<file path="src/rtl/bus_ctrl_pkg.sv">
package bus_ctrl_pkg;

    localparam int MODE_W  = 2;
    localparam int STATE_W = 2;

    typedef enum logic [STATE_W-1:0] {
        MJ_FETCH1 = 2'd0,
        MJ_EXEC   = 2'd1,
        MJ_FETCH2 = 2'd3
    } major_e;

    typedef enum logic [STATE_W-1:0] {
        PH_ADDR_SETUP = 2'd0,
        PH_ADDR_HOLD  = 2'd1,
        PH_DATA_HOLD  = 2'd2,
        PH_DATA_SETUP = 2'd3
    } phase_e;

    localparam logic [MODE_W-1:0] MODE_REG_REG = 2'b00;
    localparam logic [MODE_W-1:0] MODE_REG_IMM = 2'b01;
    localparam logic [MODE_W-1:0] MODE_LOAD    = 2'b10;
    localparam logic [MODE_W-1:0] MODE_STORE   = 2'b11;

    typedef struct packed {
        logic ale_n;
        logic me_n;
        logic oe_n;
        logic rd_wr_n;
    } strobe_t;

    localparam strobe_t STROBE_IDLE = '{ale_n: 1'b1, me_n: 1'b1, oe_n: 1'b1, rd_wr_n: 1'b1};

endpackage

</file>
<file path="src/rtl/bus_phase_gray.sv">
module bus_phase_gray
    import bus_ctrl_pkg::*;
(
    input  logic   clk,
    input  logic   rst_n,
    output phase_e phase_o,
    output logic   at_hold_o
);

    typedef struct packed {
        phase_e phase;
    } ph_state_t;

    ph_state_t st_d, st_q;

    always_comb begin
        st_d = st_q;
        unique case (st_q.phase)
            PH_ADDR_SETUP: st_d.phase = PH_ADDR_HOLD;
            PH_ADDR_HOLD:  st_d.phase = PH_DATA_SETUP;
            PH_DATA_SETUP: st_d.phase = PH_DATA_HOLD;
            PH_DATA_HOLD:  st_d.phase = PH_ADDR_SETUP;
            default:       st_d.phase = PH_ADDR_SETUP;
        endcase
    end

    always_ff @(posedge clk or negedge rst_n) begin
        if (!rst_n) begin
            st_q <= '{phase: PH_ADDR_SETUP};
        end else begin
            st_q <= st_d;
        end
    end

    assign phase_o   = st_q.phase;
    assign at_hold_o = (st_q.phase == PH_DATA_HOLD);

endmodule

</file>
<file path="src/rtl/major_state_fsm.sv">
module major_state_fsm
    import bus_ctrl_pkg::*;
(
    input  logic              clk,
    input  logic              rst_n,
    input  logic [MODE_W-1:0] mode_i,
    input  logic              at_hold_i,
    output major_e            major_o
);

    typedef struct packed {
        major_e major;
    } mj_state_t;

    mj_state_t st_d, st_q;
    major_e    target;

    // Destination chosen at the end of a transfer; held otherwise.
    always_comb begin
        unique case (st_q.major)
            MJ_FETCH1: begin
                if (mode_i == MODE_REG_REG)      target = MJ_FETCH1;
                else if (mode_i == MODE_REG_IMM) target = MJ_EXEC;
                else                             target = MJ_FETCH2;
            end
            MJ_FETCH2: target = mode_i[1] ? MJ_EXEC : MJ_FETCH1;
            MJ_EXEC:   target = MJ_FETCH1;
            default:   target = MJ_FETCH1;
        endcase
    end

    always_comb begin
        st_d = st_q;
        if (at_hold_i) begin
            st_d.major = target;
        end
    end

    always_ff @(posedge clk or negedge rst_n) begin
        if (!rst_n) begin
            st_q <= '{major: MJ_FETCH1};
        end else begin
            st_q <= st_d;
        end
    end

    assign major_o = st_q.major;

endmodule

</file>
<file path="src/rtl/bus_strobe_gen.sv">
module bus_strobe_gen
    import bus_ctrl_pkg::*;
(
    input  logic              active_i,
    input  major_e            major_i,
    input  phase_e            phase_i,
    input  logic [MODE_W-1:0] mode_i,
    output strobe_t           strobe_o,
    output logic              bus_done_o,
    output logic              load_ir_o
);

    logic write_cycle;
    logic data_window;

    always_comb begin
        write_cycle = (major_i == MJ_EXEC) && (mode_i == MODE_STORE);
        data_window = (phase_i == PH_DATA_SETUP) || (phase_i == PH_DATA_HOLD);

        strobe_o   = STROBE_IDLE;
        bus_done_o = 1'b0;
        load_ir_o  = 1'b0;

        if (active_i) begin
            strobe_o.ale_n   = (phase_i != PH_ADDR_SETUP);
            strobe_o.me_n    = (phase_i == PH_ADDR_SETUP);
            strobe_o.oe_n    = !(data_window && !write_cycle);
            strobe_o.rd_wr_n = !write_cycle;
            bus_done_o       = (phase_i == PH_DATA_HOLD);
            load_ir_o        = (phase_i == PH_DATA_HOLD) && (major_i == MJ_FETCH1);
        end
    end

endmodule

</file>
<file path="src/rtl/bus_ctrl_sequencer.sv">
module bus_ctrl_sequencer
    import bus_ctrl_pkg::*;
(
    input  logic              clk,
    input  logic              rst_n,
    input  logic [MODE_W-1:0] mode_i,
    output logic [STATE_W-1:0] major_o,
    output logic [STATE_W-1:0] phase_o,
    output logic              ale_n_o,
    output logic              me_n_o,
    output logic              oe_n_o,
    output logic              rd_wr_n_o,
    output logic              bus_done_o,
    output logic              load_ir_o
);

    phase_e  phase;
    major_e  major;
    logic    at_hold;
    strobe_t strobe;

    bus_phase_gray u_phase (
        .clk       (clk),
        .rst_n     (rst_n),
        .phase_o   (phase),
        .at_hold_o (at_hold)
    );

    major_state_fsm u_major (
        .clk       (clk),
        .rst_n     (rst_n),
        .mode_i    (mode_i),
        .at_hold_i (at_hold),
        .major_o   (major)
    );

    bus_strobe_gen u_strobe (
        .active_i   (rst_n),
        .major_i    (major),
        .phase_i    (phase),
        .mode_i     (mode_i),
        .strobe_o   (strobe),
        .bus_done_o (bus_done_o),
        .load_ir_o  (load_ir_o)
    );

    assign major_o   = major;
    assign phase_o   = phase;
    assign ale_n_o   = strobe.ale_n;
    assign me_n_o    = strobe.me_n;
    assign oe_n_o    = strobe.oe_n;
    assign rd_wr_n_o = strobe.rd_wr_n;

endmodule

</file>
<file path="config.mk">
export PLATFORM = sky130hd
export DESIGN_NAME = bus_ctrl_sequencer
export DESIGN_NICKNAME = d
export VERILOG_FILES = /design/src/rtl/bus_ctrl_pkg.sv /design/src/rtl/bus_phase_gray.sv /design/src/rtl/major_state_fsm.sv /design/src/rtl/bus_strobe_gen.sv /design/src/rtl/bus_ctrl_sequencer.sv
export SDC_FILE = /design/constraint.sdc
export NUM_CORES = 1
export LEC_CHECK = 0
export ABC_AREA = 1
export ABC_CLOCK_PERIOD_IN_PS = 1400
export BUFFER_PORTS_ARGS = -buffer_cell sky130_fd_sc_hd__buf_4
export CORE_AREA = 2 2 39 41
export DETAILED_ROUTE_END_ITERATION = 6
export DIE_AREA = 0 0 41 43
export SLEW_MARGIN = 15
export SYNTH_ARGS = -nofsm -noshare
export SYNTH_HDL_FRONTEND = slang
export SYNTH_SLANG_ARGS = --single-unit
</file>
<file path="constraint.sdc">
create_clock -name clk -period 1.4 [get_ports clk]
set_input_delay 0 -clock clk [delete_from_list [all_inputs] [get_ports clk]]
set_output_delay 0 -clock clk [all_outputs]
set_load 0.01 [all_outputs]
</file>
Word-level counts from Yosys, hierarchy flattened
Cells that the tools add are included.
- mux-type cells: 8
- reduce and logical (&&, ||, !) cells: 10
- equality and inequality tests: 7
- operators by type and width (cell ; number):
    2-bit == test (second input constant) ; 4
    2-bit one-hot mux with 4 select lines ; 1
    2-bit by 1-bit == test with 1-bit output (second input constant) ; 3
    2-bit zero test ; 3
    2-bit 2-to-1 mux ; 2
    4-bit 2-to-1 mux ; 1
    2-bit one-hot mux with 2 select lines ; 1
    1-bit logical AND ; 3
    1-bit 2-to-1 mux ; 3
    1-bit zero test ; 2
    2-bit nonzero test ; 1
    1-bit logical OR ; 1
- word-level logic and storage cells: 27
- output and inout bits: 10
- bits of input ports: 4
- register bits: 4

Depth between registers and ports, before layout
- depth in word-level cells: 6
- mapped depth: 6
- gate-level depth less buffers: 6

Cells and area by module
From an unflattened synthesis, not the netlist that was laid out.
- cell total of the unflattened synthesis: 41
- area total of the unflattened synthesis: 276.5 µm²
- modules (own cells, without submodules) (module ; area each (µm²) ; cells an instance ; times used ; sequential area each (µm²)):
    major_state_fsm ; 135.1 ; 19 ; 1 ; 50.0
    bus_strobe_gen ; 77.6 ; 17 ; 1 ; 0.0
    bus_phase_gray ; 63.8 ; 5 ; 1 ; 50.0

Worst setup path before layout
No wires, ideal clock.
- path type: register -> register
- start: register u_major.st_q, in the netlist u_major.major_o[0]
- end: register u_major.st_q, in the netlist u_major.major_o[0]
- arrival time: 1.002 ns
- stages on the path, launching flop included: 6
- slack: 0.281 ns
- buffers on the path: 0
- setup time: 0.117 ns
- period minus slack after synthesis: 1.119 ns
- data required time: 1.283 ns
- path through: dfrtp_1 inv_1 ha_1 or2_0 nand3_1 nand2_1
- word-level cells in the longest chain between the ends: 2
- elaborated cells on any way between the ends: 3
- classes of those cells: eq/ne (1); mux (1); reduce/logical (1)
- ends and longest elaborated chain (what ; RTL line ; source):
    start: declaration ; major_state_fsm.sv:15 ; mj_state_t st_d, st_q;
    start signal: assignment ; major_state_fsm.sv:41 ; st_q <= '{major: MJ_FETCH1};
    start signal: assignment ; major_state_fsm.sv:43 ; st_q <= st_d;
    2-bit == test or 2-bit zero test (tied branches) ; major_state_fsm.sv:20 ; unique case (st_q.major)
    2-bit one-hot mux with 2 select lines * ; major_state_fsm.sv:20 ;
Mark *: on every way between the ends. The rest lies on a longest branch, timed or not.
A chain may end at the register's enable or synchronous reset.

Worst setup path in the final report
- start: register u_major.st_q, in the netlist u_major.major_o[0]
- end: output load_ir_o
- word-level cells in the longest chain between the ends: 3
- ends and longest elaborated chain (what ; RTL line ; source):
    2-bit zero test ; bus_strobe_gen.sv:30 ; load_ir_o = (phase_i == PH_DATA_HOLD) && (major_i == MJ_FETCH1);
    1-bit logical AND ; bus_strobe_gen.sv:30 ;
    1-bit 2-to-1 mux ; bus_strobe_gen.sv:24 ; if (active_i) begin
    end: declaration ; bus_ctrl_sequencer.sv:14 ; output logic load_ir_o
Every way passes these cells.

==> flow_summary.ini <==
[cells_and_area]
syn_to_final_growth_pct = 56.8
nNetsFinal = 57
multi_input_area_um2 = 131
mostFrequentLayoutCells = 13 x buf_4, 6 x inv_1, 6 x nand2_1
final_core_util_pct = 29.2
fillers = 152
final_common_cell = buf_4
antenna_cells = 0
drive_gt1_share_pct = 39.6
regArea_um2 = 100

[detailed_routing]
drtIter0Drc = 3
drt_pre_antenna_iters = 3
post_drt_wl_per_cell_um = 8.69
drc = 0
routed_wl_um = 556
drtAntennaViolNets = 0
vias = 257
viasPerCell = 4.02

[synth]
synthXorXnorAreaFrac_pct = 0
yosysTopAreaCell = dfrtp_1
synth_top_area_share_pct = 38.8
avgSynthCellArea_um2 = 8.05
syn_nets = 39
synth-seq-cells = 4
yosys.area_share.simple_pct = 32.5
netlist-cell-type-count = 13
synth_mux_area_share_pct = 0
ys_warn_count = 0
synth-compound-area-share_pct = 3.88
yosysSeqAreaShare_pct = 38.8
ys_top_cells_by_area = dfrtp_1 39%, ha_1 15%, inv_1 8.7%
syn_inst = 32
synth_top_family_by_area = simple AND/OR/NAND/NOR gates
syn-cell-area_um2 = 258
synthAdderAreaFrac_pct = 14.6

[die]
io_pins = 14
num_rows = 14
start_util_pct = 18.6
die_area_um2 = 1760
coreArea_um2 = 1380
die_x_um = 41
die_h_um = 43

[timing]
fin_hold_ws_ns = 0.0877
tightest_slew_ns = 0.183
finalCriticalPeriod_ns = 1.21
rsz0062_at_grt = false
hold_viol = 0
drv_slew = 0
fmax_mhz = 825
setup_tns_ns = 0
maxSlewHeadroom_pct = 87.7
setup_viol = 0
worst_slack_ns = 0.187
finalClockSkew_ns = 0.00191
finalCritPeriodShare_pct = 86.6

[pwr]
leakage_nw = 0.212
power_density_nw_per_um2 = 1210
irDropWorstVdd_mv = 0.752

[cts]
cts.clk_slew.worst_paths_ns = 0.04
cts_sinks = 4
cts_htree_levels = 1
cts.path.max_buffers = 2
cts.repair.resized = 0
hold_buffers = 1
cts_setup_buffers = 0
cts_root_buf = clkbuf_4
cts_tree = done
numCtsBuffers = 3
insertion_delay_ns = 0.23

[setup_path]
reg2reg_to = u_major.major_o[0]
reg2reg_depth = 5
cp.required_ns = 1.40
rrSetupSlack_ns = 0.26
crit_type = reg2out
crit-reg2reg-launch = u_major.major_o[0]
startpoint_type = register
crit_slowest_cell = dfrtp_1
max_stage_delay_ns = 0.40
path_cells = inv_1, ha_1, nor3b_2, buf_4
cp_max_fo = 5
crit_path_end_kind = primary output
crit_arrival_ns = 1.21

[min_path]
hold_path.class = in2reg
hold_start = mode_i[1]
hold_end = u_major.major_o[1]
holdPathStages = 3

[placement]
pre_cts_ws_ns = 0.256
gp_congestion = 0.698
io_buffers = 13

[global_routing]
grt_pass1_wl_um = 841
grt_max_degree = 10
grt_overflow = 0
grt_pass1_vias = 205
antenna_found_initial = 0
grtUsageTotal_pct = 7.37

[status]
status = finished clean

[run]
max_cap_viol_count = 0
## how the worst max path moves through the flow
stage          slack (ns)                from                  to  cells after the start
2_1_floorplan        0.28  u_major.major_o[0]  u_major.major_o[0]                      5
3_3_place_gp         0.26  u_major.major_o[0]  u_major.major_o[0]                      5
3_5_place_dp         0.26  u_major.major_o[0]  u_major.major_o[0]                      5
4_1_cts              0.16  u_major.major_o[1]           load_ir_o                      4
5_1_grt              0.06  u_major.major_o[1]           load_ir_o                      4
6_report             0.19  u_major.major_o[0]           load_ir_o                      4
## kinds of logic (layout without fill, tap and decap cells)
family | count (synthesis) | count (layout)
and+or+nand+nor | 16 | 16
adders and majority gates | 3 | 3
buffers and inverters | 7 | 23
AOI/OAI and AO/OA | 2 | 2
DFF | 4 | 4
## routing by layer
metal  up-vias  global-route usage (%)  part of all wire [%]
met2         8                    9.06                    42
met1       113                    9.48                    50
met4         0                    2.00                     0
met5         -                       0                     0
li1        136                       -                     -
met3         0                    6.28                   8.1
## worst max-delay path: cells and delay by family (launching register included)
family                     cells  cell delay [ns]
DFF                            1             0.40
adders and majority gates      1             0.23
buffers and inverters          2             0.20
and+or+nand+nor                1             0.16
## sequential cells by signal, summed over array words and instances (netlist names)
signal,count
u_major.major_o,2
u_phase.phase_o,2
## stage by stage
step                      total power, mW  std cells  instance area [um^2]
after detailed placement            0.351         60                   372
after floorplan                     0.276         32                   258
final                               0.488         64                   404
after CTS                           0.503         64                   404
after global routing                0.540         64                   404
after global placement              0.353         60                   372
## layout make-up
type / instances / share of cell area [%]
Inverter: 6 / 5.57
Clock buffer: 3 / 5.57
Sequential cell: 4 / 24.8
Multi-Input combinational cell: 21 / 32.5
Timing Repair Buffer: 14 / 26.6
Tap cell: 16 / 4.95
## Yosys cell counts (all sizes together)
library cell and instances:
clkbuf 1, dfrtp 4, ha 3, inv 6, nand2 7, nand3 4, nand4 1, nor2 2
nor3b 1, o21ai 2, or2 1
## power breakdown
group	internal, mW	total, mW	switching [mW]	leakage, nW
sequential	0.138	0.165	0.0269	0.0492
combinational	0.0922	0.183	0.0909	0.149
clock	0.0957	0.140	0.0443	0.0138
Note: power is estimated with default switching activity, not from simulation.
